$ cat src/rtl/lwd_pkg.sv
package lwd_pkg;
  typedef enum logic [0:0] {
    LWD_IDLE = 1'b0,
    LWD_PEND = 1'b1
  } lwd_state_e;
endpackage

$ cat src/rtl/lwd_capture.sv
module lwd_capture
  import lwd_pkg::*;
#(
  parameter int DW = 1
) (
  input  logic          clk,
  input  logic          rst_n,
  input  logic          arm,
  input  logic          clr,
  input  logic          cap_stb,
  input  logic          win_stb,
  input  logic [DW-1:0] path_d,
  output logic          hit
);
  lwd_state_e    st_q, st_nxt;
  logic [DW-1:0] smp_q, smp_nxt;
  logic          smp_en;
  logic          diff;

  // A mismatch in any bit counts
  assign diff = |(smp_q ^ path_d);
  assign hit  = arm & ~clr & win_stb & (st_q == LWD_PEND) & diff;

  always_comb begin
    st_nxt  = st_q;
    smp_en  = 1'b0;
    smp_nxt = smp_q;
    if (clr || !arm) begin
      st_nxt = LWD_IDLE;
    end else if (cap_stb) begin
      smp_en  = 1'b1;
      smp_nxt = path_d;
      st_nxt  = LWD_PEND;
    end else if (win_stb) begin
      st_nxt = LWD_IDLE;
    end
  end

  always_ff @(posedge clk or negedge rst_n) begin
    if (!rst_n) begin
      st_q <= LWD_IDLE;
    end else begin
      st_q <= st_nxt;
    end
  end

  always_ff @(posedge clk or negedge rst_n) begin
    if (!rst_n) begin
      smp_q <= '0;
    end else if (smp_en) begin
      smp_q <= smp_nxt;
    end
  end
endmodule

$ cat src/rtl/lwd_sticky.sv
module lwd_sticky (
  input  logic clk,
  input  logic rst_n,
  input  logic clr,
  input  logic hit,
  output logic flag
);
  logic flag_q, flag_nxt;

  always_comb begin
    if (clr) begin
      flag_nxt = 1'b0;
    end else begin
      flag_nxt = flag_q | hit;
    end
  end

  always_ff @(posedge clk or negedge rst_n) begin
    if (!rst_n) begin
      flag_q <= 1'b0;
    end else begin
      flag_q <= flag_nxt;
    end
  end

  assign flag = flag_q;
endmodule

$ cat src/rtl/lwd_top.sv
module lwd_top #(
  parameter int DW = 1
) (
  input  logic          clk,
  input  logic          rst_n,
  input  logic          arm,
  input  logic          clr,
  input  logic          cap_stb,
  input  logic          win_stb,
  input  logic [DW-1:0] path_d,
  output logic          flag_o
);
  logic hit;

  lwd_capture #(.DW(DW)) u_cap (
    .clk     (clk),
    .rst_n   (rst_n),
    .arm     (arm),
    .clr     (clr),
    .cap_stb (cap_stb),
    .win_stb (win_stb),
    .path_d  (path_d),
    .hit     (hit)
  );

  lwd_sticky u_flag (
    .clk   (clk),
    .rst_n (rst_n),
    .clr   (clr),
    .hit   (hit),
    .flag  (flag_o)
  );
endmodule

$ cat config.mk
export PLATFORM = sky130hd
export DESIGN_NAME = lwd_top
export DESIGN_NICKNAME = d
export VERILOG_FILES = /design/src/rtl/lwd_pkg.sv /design/src/rtl/lwd_capture.sv /design/src/rtl/lwd_sticky.sv /design/src/rtl/lwd_top.sv
export SDC_FILE = /design/constraint.sdc
export NUM_CORES = 1
export LEC_CHECK = 0
export ABC_AREA = 1
export CAP_MARGIN = 0
export CORE_AREA = 10 10 47 49
export DETAILED_ROUTE_END_ITERATION = 16
export DIE_AREA = 0 0 57 59
export GPL_TIMING_DRIVEN = 0
export SYNTH_ARGS = -nofsm -noshare
export SYNTH_HDL_FRONTEND = slang
export SYNTH_SLANG_ARGS = --single-unit
$ cat constraint.sdc
create_clock -name clk -period 1.04 [get_ports clk]
set_input_delay 0.312 -clock clk [delete_from_list [all_inputs] [get_ports clk]]
set_output_delay 0.312 -clock clk [all_outputs]
set_load 0.02 [all_outputs]
# Yosys cells after proc, flatten, opt, wreduce, memory -nomap -nowiden
# Index checks and enable logic that the tools add are counted.
# totals
in_bits	7
elab_cells	21
register_bits	3
out_inout_bits	1
# op_classes
mux	6
bitwise_logic	8
n_reduce_logical	4
# op_table
operator	n
two-way mux 1 bit	6
AND 1 bit	4
AND reduction 3 bit	1
nonzero test 3 bit	1
NOT 1 bit	2
logical NOT 1 bit	1
logical OR 1 bit	1
bitwise OR 1 bit	1
bitwise XOR 1 bit	1

# Depth between registers and ports, before layout
# logic_depth
depth_word	7
depth_mapped	5
depth_no_buf	5

# Modules after synthesis
# Synthesis repeated with hierarchy kept, for this count alone.
# unflattened
hier_cells	26
area_unflattened_um2	166.4
# modules_own_cells
module	n_inst	cells_each	area_each_um2
lwd_capture	1	23	133.9
lwd_sticky	1	3	32.5

# Worst setup path after synthesis
# OpenSTA, ideal clock, no wires.
# synth_path
kind	reg2out
start	reg u_flag.flag_q, in the netlist u_flag.flag
end	out flag_o
arrival_ns	0.425
n_path_buf	0
setup_slack_ns	0.303
stages_incl_launch_ff	1
cell_sequence	dfrtp_1
# synth_rtl
element	line	rtl
from (decl)	lwd_sticky.sv:8	logic flag_q, flag_nxt;
from (signal assigned)	lwd_sticky.sv:22	flag_q <= flag_nxt;
to (decl)	lwd_top.sv:11	output logic flag_o
# No word-level cell between the ends.

# Final worst setup path
# layout_path
start	reg u_flag.flag_q, in the netlist u_flag.flag
end	out flag_o
# No word-level cell between the ends.

==> flow_metrics.env <==
export IMPL_cpPeakStageDelay_ps=380
export IMPL_synthesis_area_sq_um=151
export IMPL_drcViolationCount=0
export IMPL_fin_crit_ps=1060
export IMPL_ios=8
export IMPL_synth_top_area_share_pct=49.6
export IMPL_hp_class="input port to asynchronous set/reset pin"
export IMPL_critPathTopFamily="flip-flops"
export IMPL_dp_hpwl_um=305
export IMPL_fin_crit_sh_pct=102
export IMPL_clock_skew_ps=2.55
export IMPL_area_delta_synth_final_pct=86.0
export IMPL_crit_type="flip-flop to output pin"
export IMPL_dieWidth_um=57
export IMPL_whs_ps=258
export IMPL_maxCapViolations=0
export IMPL_vdd_drop_max_v=0.000201
export IMPL_ctsHoldBuffers=0
export IMPL_synthCells=20
export IMPL_synth_edff_count=0
export IMPL_critPathCaptureType="output pin"
export IMPL_totalWireLength_um=388
export IMPL_cp_arrival_ps=750
export IMPL_nFillCells=167
export IMPL_grt_busiest_layer="met4"
export IMPL_rsz0062_at_grt="yes"
export IMPL_seq_area_sq_um=75.1
export IMPL_vias=148
export IMPL_worst_pin_slew_ps=177
export IMPL_n_antenna_cell=0
export IMPL_cts_buffer_depth=2
export IMPL_clkTransAtPathRegs_ps=40
export IMPL_cp_required_ps=730
export IMPL_row_count=14
export IMPL_ys_ff_latch=3
export IMPL_cts_sinks=3
export IMPL_die_h_um=59
export IMPL_power_density_mw_per_mm2=1400
export IMPL_yosysTopAreaCell="dfrtp_1"
export IMPL_p_leak_nw=0.127
export IMPL_root_buffer="clkbuf_4"
export IMPL_antenna_left=0
export IMPL_cts_tree="built"
export IMPL_numPortBuffers=7
export IMPL_synthFlopType="dfrtp_1"
export IMPL_grt_met3_usage_pct=1.07
export IMPL_synth_nets=27
export IMPL_worst_setup_path_start_kind="flip-flop"
export IMPL_yosysSeqAreaShare_pct=49.6
export IMPL_start_util_pct=10.8
export IMPL_fin_nets=40
export IMPL_clock_latency_ps=230
export IMPL_grt_max_degree=4
export IMPL_multi_input_area_sq_um=62.6
export IMPL_fmax_ghz=0.944
export IMPL_fin_cells=48
export IMPL_path_buf_inv=1
export IMPL_yosys_warnings=0
export IMPL_synth_common_cells="nand2_1, inv_1, dfrtp_1"
export IMPL_dp_cells=43
export IMPL_hold_viol=0
export IMPL_track_usage_pct=2.78
export IMPL_h_tree_depth=1
export IMPL_crit_slowest_cell="dfrtp_1"
export IMPL_first_pass_iters=1
export IMPL_fin_ws_ps=-19.4
export IMPL_wl_per_cell_um=8.08
export IMPL_gp_congestion=0.668
export IMPL_met2_usage_pct=4.03
export IMPL_synth_cell_types=10
export IMPL_drive_gt1_share_pct=28.1
export IMPL_core_area_sq_mm=0.00140
export IMPL_grt_use_met1_pct=1.81
export IMPL_fp_dieArea_sq_mm=0.00336
export IMPL_overflow=0
export IMPL_synthArstFlopShare_pct=100
export IMPL_grt_pass1_vias=153
export IMPL_drt_iter0_markers=0
export IMPL_crit_chain="buf_6"
export IMPL_violations="setup timing"
export IMPL_setup_viol=1
export IMPL_cts_buffers=3
export IMPL_synth_most_common_cell="nand2_1"
export IMPL_grt_pass1_wl_um=621
export IMPL_cp_max_fo=2
export IMPL_drv_slew=0
export IMPL_status="finished with violations"
export IMPL_synth_avg_cell_area_sq_um=7.57
export IMPL_vias_per_cell=3.08
export IMPL_antenna_found_initial=0
export IMPL_relSlewSlack_pct=88.1
export IMPL_synth_top_cells_by_area="dfrtp_1, nand2_1, inv_1, o31ai_1, nand2_2"
[cells in the final DEF, fill, tap and decap left out]
master           count
a21oi_1              1
buf_4                1
buf_6                1
clkbuf_1             1
clkbuf_4             3
clkdlybuf4s50_1      6
dfrtp_1              3
inv_1                4
inv_2                1
nand2_1              6
nand2_2              1
nand3_2              1
nor2_2               1
o21ai_1              1
o31ai_1              1
[worst paths after layout]
kind	start	to	slack, ps	cells after the start
setup / recovery	u_flag.flag	flag_o	-20	1
hold / removal	rst_n	u_cap.smp_q	260	1
setup reg to reg	u_cap.smp_q	u_flag.flag	260	5
hold reg to reg	u_cap.smp_q	u_cap.smp_q	520	2
max in group asynchronous	rst_n	u_cap.st_q	640	1
min in group clk	u_cap.smp_q	u_cap.smp_q	520	2
[flip-flops by register name (all words and copies together), names as in the netlist]
signal,flops
u_flag.flag,1
u_cap.st_q,1
u_cap.smp_q,1
[final cells by class]
class / instances / share of cell area, %
inverters: 5 / 6.67
flip-flops and latches: 3 / 26.7
repair buffers: 8 / 28.0
multi-input cells: 12 / 22.2
well taps: 16 / 7.11
clock buffers: 4 / 9.33
[layer usage]
layer	up-vias	routed length (um)
li1	83	-
met1	60	119
met2	3	213
met3	2	43
met4	0	10
met5	-	0
[kinds of logic after synthesis]
kind of cell | share of synthesized area, %
buffers and inverters | 12.4
AND/OR/NAND/NOR | 26.4
flip-flops | 49.6
AO/OA/AOI/OAI | 11.6
[worst register-to-register path, cell delays in order, from the launching register on]
cell     delay [ps]
dfrtp_1         390
inv_1            60
nand2_1          40
nand2_1          60
nand2_1          50
a21oi_1         110
[where the power goes]
| group | internal [mW] | total, mW | switching, mW |
|---|---|---|---|
| Sequential | 0.126 | 0.132 | 0.00622 |
| Combinational | 0.0313 | 0.0530 | 0.0217 |
| Clock | 0.144 | 0.208 | 0.0639 |
[stage by stage]
step                      util [%]  setup TNS (ps)  power [mW]  setup WS (ps)  cell area, sq um
after global placement        17.2            -627       0.184           -199               241
after floorplan                  -               0       0.154            303               151
after global routing          20.1           -46.7       0.423          -46.7               282
after detailed placement      17.2            -698       0.185           -208               241
final                         20.1           -19.4       0.393          -19.4               282
after CTS                     19.2           -39.6       0.409          -39.6               269
[what timing repair did]
| item | 4_1_cts | 5_1_grt |
|---|---|---|
| gates resized for setup | 6 | 1 |
| setup endpoints to repair | 1 | 2 |
| setup buffers | 0 | 1 |
(Power assumes the default switching activity.)
